===== config.mk =====
export PLATFORM = sky130hd
export DESIGN_NAME = card_pwr_seq
export DESIGN_NICKNAME = d
export VERILOG_FILES = /design/src/rtl/card_pwr_pkg.sv /design/src/rtl/card_pwr_wake_cnt.sv /design/src/rtl/card_pwr_fsm.sv /design/src/rtl/card_pwr_pads.sv /design/src/rtl/card_pwr_seq.sv
export SDC_FILE = /design/constraint.sdc
export NUM_CORES = 1
export LEC_CHECK = 0
export BUFFER_PORTS_ARGS = -buffer_cell sky130_fd_sc_hd__buf_2
export CAP_MARGIN = 20
export CORE_MARGIN = 8
export CORE_UTILIZATION = 51
export DETAILED_ROUTE_END_ITERATION = 8
export GPL_TIMING_DRIVEN = 0
export PLACE_DENSITY = 0.94
export SLEW_MARGIN = 10
export SYNTH_ARGS = -nofsm -noshare
export SYNTH_HDL_FRONTEND = slang
export SYNTH_HIERARCHICAL = 1
export SYNTH_SLANG_ARGS = --single-unit
export TNS_END_PERCENT = 10

===== constraint.sdc =====
create_clock -name clk_i -period 3.9 [get_ports clk_i]
set_input_delay 0.39 -clock clk_i [delete_from_list [all_inputs] [get_ports clk_i]]
set_output_delay 0.39 -clock clk_i [all_outputs]
set_load 0.01 [all_outputs]

===== src/rtl/card_pwr_pkg.sv =====
package card_pwr_pkg;
  typedef enum logic [2:0] {
    ST_RST  = 3'd0,
    ST_OFF  = 3'd1,
    ST_CYC  = 3'd2,
    ST_WAKE = 3'd3,
    ST_ON   = 3'd4
  } pwr_state_e;

  typedef enum logic [1:0] {
    PAD_HIZ  = 2'b00,
    PAD_LOW  = 2'b01,
    PAD_HIGH = 2'b10,
    PAD_FUNC = 2'b11
  } pad_mode_e;

  localparam logic [1:0] MODE_OFF = 2'b00;
  localparam logic [1:0] MODE_RSV = 2'b01;
  localparam logic [1:0] MODE_CYC = 2'b10;
  localparam logic [1:0] MODE_ON  = 2'b11;
endpackage


===== src/rtl/card_pwr_wake_cnt.sv =====
module card_pwr_wake_cnt #(
  parameter int WAKE_CLKS = 74
) (
  input  logic clk_i,
  input  logic rst_ni,
  input  logic active_i,
  input  logic tick_i,
  output logic done_o
);
  localparam int CW = (WAKE_CLKS > 1) ? $clog2(WAKE_CLKS) : 1;
  localparam logic [CW-1:0] LAST = CW'(WAKE_CLKS - 1);

  logic [CW-1:0] cnt_q;

  assign done_o = active_i & tick_i & (cnt_q == LAST);

  always_ff @(posedge clk_i or negedge rst_ni) begin
    if (!rst_ni)            cnt_q <= '0;
    else if (!active_i)     cnt_q <= '0;
    else if (tick_i && !done_o) cnt_q <= cnt_q + 1'b1;
  end
endmodule


===== src/rtl/card_pwr_fsm.sv =====
module card_pwr_fsm
  import card_pwr_pkg::*;
(
  input  logic       clk_i,
  input  logic       rst_ni,
  input  logic       wr_i,
  input  logic [1:0] mode_i,
  input  logic       pol_i,
  input  logic       wake_done_i,
  output pwr_state_e state_o,
  output logic       pol_o,
  output logic       wake_active_o,
  output logic [1:0] mode_rd_o
);
  pwr_state_e st_q, st_d;
  logic       pol_q;

  always_comb begin
    st_d = st_q;
    if (wr_i && mode_i == MODE_OFF)       st_d = ST_OFF;
    else if (wr_i && mode_i == MODE_CYC)  st_d = ST_CYC;
    else if (wr_i && mode_i == MODE_ON &&
             st_q != ST_WAKE && st_q != ST_ON) st_d = ST_WAKE;
    else if (st_q == ST_WAKE && wake_done_i)   st_d = ST_ON;
  end

  always_ff @(posedge clk_i or negedge rst_ni) begin
    if (!rst_ni) begin
      st_q  <= ST_RST;
      pol_q <= 1'b0;
    end else begin
      st_q <= st_d;
      if (wr_i) pol_q <= pol_i;
    end
  end

  always_comb begin
    unique case (st_q)
      ST_CYC:         mode_rd_o = MODE_CYC;
      ST_WAKE, ST_ON: mode_rd_o = MODE_ON;
      default:        mode_rd_o = MODE_OFF;
    endcase
  end

  assign state_o       = st_q;
  assign pol_o         = pol_q;
  assign wake_active_o = (st_q == ST_WAKE);
endmodule


===== src/rtl/card_pwr_pads.sv =====
module card_pwr_pads
  import card_pwr_pkg::*;
#(
  parameter int NUM_DAT = 8
) (
  input  pwr_state_e         state_i,
  input  logic               pol_i,
  input  logic               cmd_drive_i,
  input  logic               dat_drive_i,
  output logic [1:0]         ck_mode_o,
  output logic [1:0]         sig_mode_o,
  output logic               ck_oe_o,
  output logic               cmd_oe_o,
  output logic [NUM_DAT-1:0] dat_oe_o,
  output logic               cmd_dir_o,
  output logic               dat_dir_o
);
  pad_mode_e ck_m, sig_m;

  always_comb begin
    unique case (state_i)
      ST_OFF:  begin ck_m = PAD_HIGH; sig_m = PAD_HIGH; end
      ST_CYC:  begin ck_m = PAD_LOW;  sig_m = PAD_LOW;  end
      ST_WAKE: begin ck_m = PAD_FUNC; sig_m = PAD_HIGH; end
      ST_ON:   begin ck_m = PAD_FUNC; sig_m = PAD_FUNC; end
      default: begin ck_m = PAD_HIZ;  sig_m = PAD_HIZ;  end
    endcase
  end

  function automatic logic line_oe(pad_mode_e m, logic req);
    unique case (m)
      PAD_HIZ:  return 1'b0;
      PAD_FUNC: return req;
      default:  return 1'b1;
    endcase
  endfunction

  assign ck_mode_o  = ck_m;
  assign sig_mode_o = sig_m;
  assign ck_oe_o    = (ck_m != PAD_HIZ);
  assign cmd_oe_o   = line_oe(sig_m, cmd_drive_i);

  for (genvar g = 0; g < NUM_DAT; g++) begin : g_dat
    assign dat_oe_o[g] = line_oe(sig_m, dat_drive_i);
  end

  assign cmd_dir_o = cmd_oe_o ^ pol_i;
  assign dat_dir_o = dat_oe_o[0] ^ pol_i;
endmodule


===== src/rtl/card_pwr_seq.sv =====
module card_pwr_seq
  import card_pwr_pkg::*;
#(
  parameter int NUM_DAT   = 8,
  parameter int WAKE_CLKS = 74
) (
  input  logic               clk_i,
  input  logic               rst_ni,
  input  logic               pwr_wr_i,
  input  logic [1:0]         pwr_mode_i,
  input  logic               dir_pol_i,
  input  logic               card_clk_tick_i,
  input  logic               cmd_start_i,
  input  logic               data_start_i,
  input  logic               cmd_drive_i,
  input  logic               dat_drive_i,
  output logic [1:0]         pwr_mode_o,
  output logic [1:0]         ck_mode_o,
  output logic [1:0]         sig_mode_o,
  output logic               ck_oe_o,
  output logic               cmd_oe_o,
  output logic [NUM_DAT-1:0] dat_oe_o,
  output logic               cmd_dir_o,
  output logic               dat_dir_o,
  output logic               eng_en_o,
  output logic               cmd_start_o,
  output logic               data_start_o
);
  pwr_state_e state;
  logic       pol, wake_active, wake_done;

  card_pwr_fsm u_fsm (
    .clk_i         (clk_i),
    .rst_ni        (rst_ni),
    .wr_i          (pwr_wr_i),
    .mode_i        (pwr_mode_i),
    .pol_i         (dir_pol_i),
    .wake_done_i   (wake_done),
    .state_o       (state),
    .pol_o         (pol),
    .wake_active_o (wake_active),
    .mode_rd_o     (pwr_mode_o)
  );

  card_pwr_wake_cnt #(.WAKE_CLKS(WAKE_CLKS)) u_wake (
    .clk_i    (clk_i),
    .rst_ni   (rst_ni),
    .active_i (wake_active),
    .tick_i   (card_clk_tick_i),
    .done_o   (wake_done)
  );

  card_pwr_pads #(.NUM_DAT(NUM_DAT)) u_pads (
    .state_i     (state),
    .pol_i       (pol),
    .cmd_drive_i (cmd_drive_i),
    .dat_drive_i (dat_drive_i),
    .ck_mode_o   (ck_mode_o),
    .sig_mode_o  (sig_mode_o),
    .ck_oe_o     (ck_oe_o),
    .cmd_oe_o    (cmd_oe_o),
    .dat_oe_o    (dat_oe_o),
    .cmd_dir_o   (cmd_dir_o),
    .dat_dir_o   (dat_dir_o)
  );

  assign eng_en_o     = (state == ST_ON);
  assign cmd_start_o  = cmd_start_i  & eng_en_o;
  assign data_start_o = data_start_i & eng_en_o;
endmodule


==> flow_metrics.tcl <==
set metrics [dict create \
    cpPeakStageDelay_ns 0.48 \
    cts_htree_levels 1 \
    drt_pass1_iterations 4 \
    syn_nets 108 \
    root_buffer "clkbuf_4" \
    clk_pin_slew_ns 0.07 \
    crit_buf_inv 2 \
    dieArea_sq_um 3160 \
    worstSetupStartpointType "flip-flop" \
    worstReg2RegStart "u_fsm/state_o[1]$_DFFE_PN0P_" \
    critical_path.startpoint "u_fsm/state_o[2]$_DFFE_PN0P_" \
    routabilityCongestion 0.784 \
    cts_tree "built" \
    fillCellCount 119 \
    drc_errors 0 \
    clock_path_buffers 2 \
    yosysWarningCount 6 \
    wl_um 1920 \
    maxSlewViolCount 0 \
    vias 792 \
    io_pins 32 \
    maxSlewHeadroom_pct 73.6 \
    wire_per_inst_um 13.0 \
    setup_tns_ns 0 \
    syn_area_per_cell_sq_um 8.68 \
    ys_seq_area_share_pct 33.4 \
    antenna_found_initial 0 \
    path_cells "buf_6 > nor3b_2 > a21o_1 > xor2_1 > buf_2" \
    ys_ff_latch 11 \
    outcome "complete, no violations" \
    hold_viol 0 \
    drive_gt1_share_pct 35.9 \
    max_freq_mhz 477 \
    cp.arrival_ns 1.70 \
    crit_cells 5 \
    grt_pass1_wl_um 3380 \
    critPathCaptureType "primary output" \
    r2r-end "u_fsm/state_o[0]$_DFFE_PN0P_" \
    crit_path_max_fanout 10 \
    cts_buffers 3 \
    skew_ns 0.00417 \
    netlist_instances 95 \
    die_y_um 56.2 \
    worst-setup-path-type "reg2out" \
    grt_usage_pct 12.6 \
    power.leakage_nw 0.492 \
    finalSetupViolCount 0 \
    die_w_um 56.2 \
    core_region_area_sq_um 1510 \
    worstHoldStart "pwr_mode_i[1]" \
    grt-ovfl-total 0 \
    drtIter0Drc 26 \
    reg2regPathDepth 8 \
    slowest_stage "dfrtp_1" \
    diodes 0 \
    drv_cap 0 \
    holdPathStages 2 \
    dp_hpwl_um 1560 \
    tightest_slew_ns 0.396 \
    ant_nets 0 \
    ir_drop_mv 0.175 \
    critPathTopFamily "flip-flops" \
    post-cts-setup-buffers 0 \
    fin_nets 145 \
    grt_pass1_vias 782 \
    synth.distinct_cells 32 \
    synthToLayoutAreaGrowth_pct 25.6 \
    dp.cells 142 \
    rrSetupSlack_ns 1.82 \
    hold_path_class "in2reg" \
    io_buffers 31 \
    final_util_pct 68.8 \
    period_share_pct 53.7 \
    holdPathEnd "u_fsm/state_o[0]$_DFFE_PN0P_" \
    synth_area_sq_um 825 \
    vias_per_cell 5.39 \
    num_rows 14 \
    initial_utilization_pct 54.7 \
    period_minus_slack_ns 2.09 \
    p_per_area_nw_per_um2 301 \
    grt_start_max_net_pins 15 \
    insertion_delay_ns 0.26 \
    finalNonFillerCells 147 \
    cts_resized 0 \
    rsz0062_at_grt "no" \
    cts_sinks 11 \
    cp.required_ns 3.51 \
]
==> area by class of cell <==
class                   instances  area, sq um  area share, %
flip-flops and latches         11          275           26.6
multi-input cells              68          455           44.0
inverters                       8         30.0           2.90
well taps                      16         20.0           1.93
plain buffers                   8         63.8           6.16
repair buffers                 32          165           15.9
clock buffers                   4         26.3           2.54
==> kinds of logic after synthesis <==
group | share of synthesized area (%)
DFF | 33.4
and+or+nand+nor | 26.6
AOI/OAI and AO/OA | 15.5
xor gates and xnor gates | 6.37
muxes | 3.79
adders and majority gates | 3.03
buffers and inverters | 11.4
==> per-layer routing <==
metal	track usage (%)	wire (um)	up-vias
met5	0	0	-
met4	4.12	0	0
met3	5.94	183	0
met2	21.9	948	31
met1	12.9	785	365
li1	-	-	396
==> flip-flops by register name, summed over array words and instances (netlist names) <==
signal / cells
u_fsm/pol_o: 1
u_wake/cnt_q: 7
u_fsm/state_o: 3
==> metrics by stage <==
step | setup WS (ns) | hold slack, ns | power [W] | instance area [sq um]
floorplan | 2.14 | 0.0944 | 0.000197 | 825
global placement | 1.96 | 0.265 | 0.000234 | 1000
detailed placement | 1.81 | 0.268 | 0.000240 | 1000
CTS | 1.78 | 0.337 | 0.000318 | 1040
global route | 1.56 | 0.345 | 0.000334 | 1040
finish | 1.81 | 0.349 | 0.000312 | 1040
==> placed cells by master (no fill, tap or decap), drive strengths merged, types with 3 or more instances in the layout <==
master,count
buf,39
nor2,7
nand3b,3
inv,8
nand2b,4
nand2,10
dfrtp,11
clkbuf,4
o21ai,6
xor2,4
a21oi,4
==> cells in the mapped netlist (all sizes together) <==
master	number	area share, %
or3b	1	1.1
nor2	7	3.2
a311o	1	1.2
a21o	2	1.8
nor2b	1	0.76
and4bb	2	3.0
a31oi	2	1.5
mux2	1	1.4
nand3	2	1.2
nand2	10	4.9
xor2	4	4.2
o211ai	2	1.8
o21a	1	0.91
buf	8	7.7
or3	2	1.5
nor3b	2	2.4
nand3b	3	2.7
ha	2	3.0
nand2b	4	3.0
nand4	2	1.5
o21ai	6	3.6
mux2i	2	2.4
dfrtp	11	33
and4b	1	1.2
a21oi	4	2.4
inv	8	3.6
o21ba	1	1.2
a22oi	1	0.91
xnor2	2	2.1
==> worst max path at each step <==
stage                                    to  slack, ns
2_1_floorplan  u_fsm/state_o[0]$_DFFE_PN0P_       2.14
3_3_place_gp   u_fsm/state_o[0]$_DFFE_PN0P_       1.96
3_5_place_dp   u_fsm/state_o[0]$_DFFE_PN0P_       1.81
4_1_cts                           dat_dir_o       1.78
5_1_grt        u_fsm/state_o[0]$_DFFE_PN0P_       1.56
6_report                          dat_dir_o       1.81
==> what timing repair did <==
| action | 4_1_cts | 5_1_grt |
|---|---|---|
| hold endpoints to repair | 11 | 0 |
| hold buffers | 1 | 0 |
| endpoints found under the setup margin | 0 | 0 |
==> report_power, final <==
part           total [W]  internal (W)  switching [W]
Combinational  0.0000998     0.0000477      0.0000521
Clock          0.0000752     0.0000395      0.0000357
Sequential      0.000137      0.000121      0.0000154
Total           0.000312      0.000208       0.000103
Power figures use the tool's default switching activity.
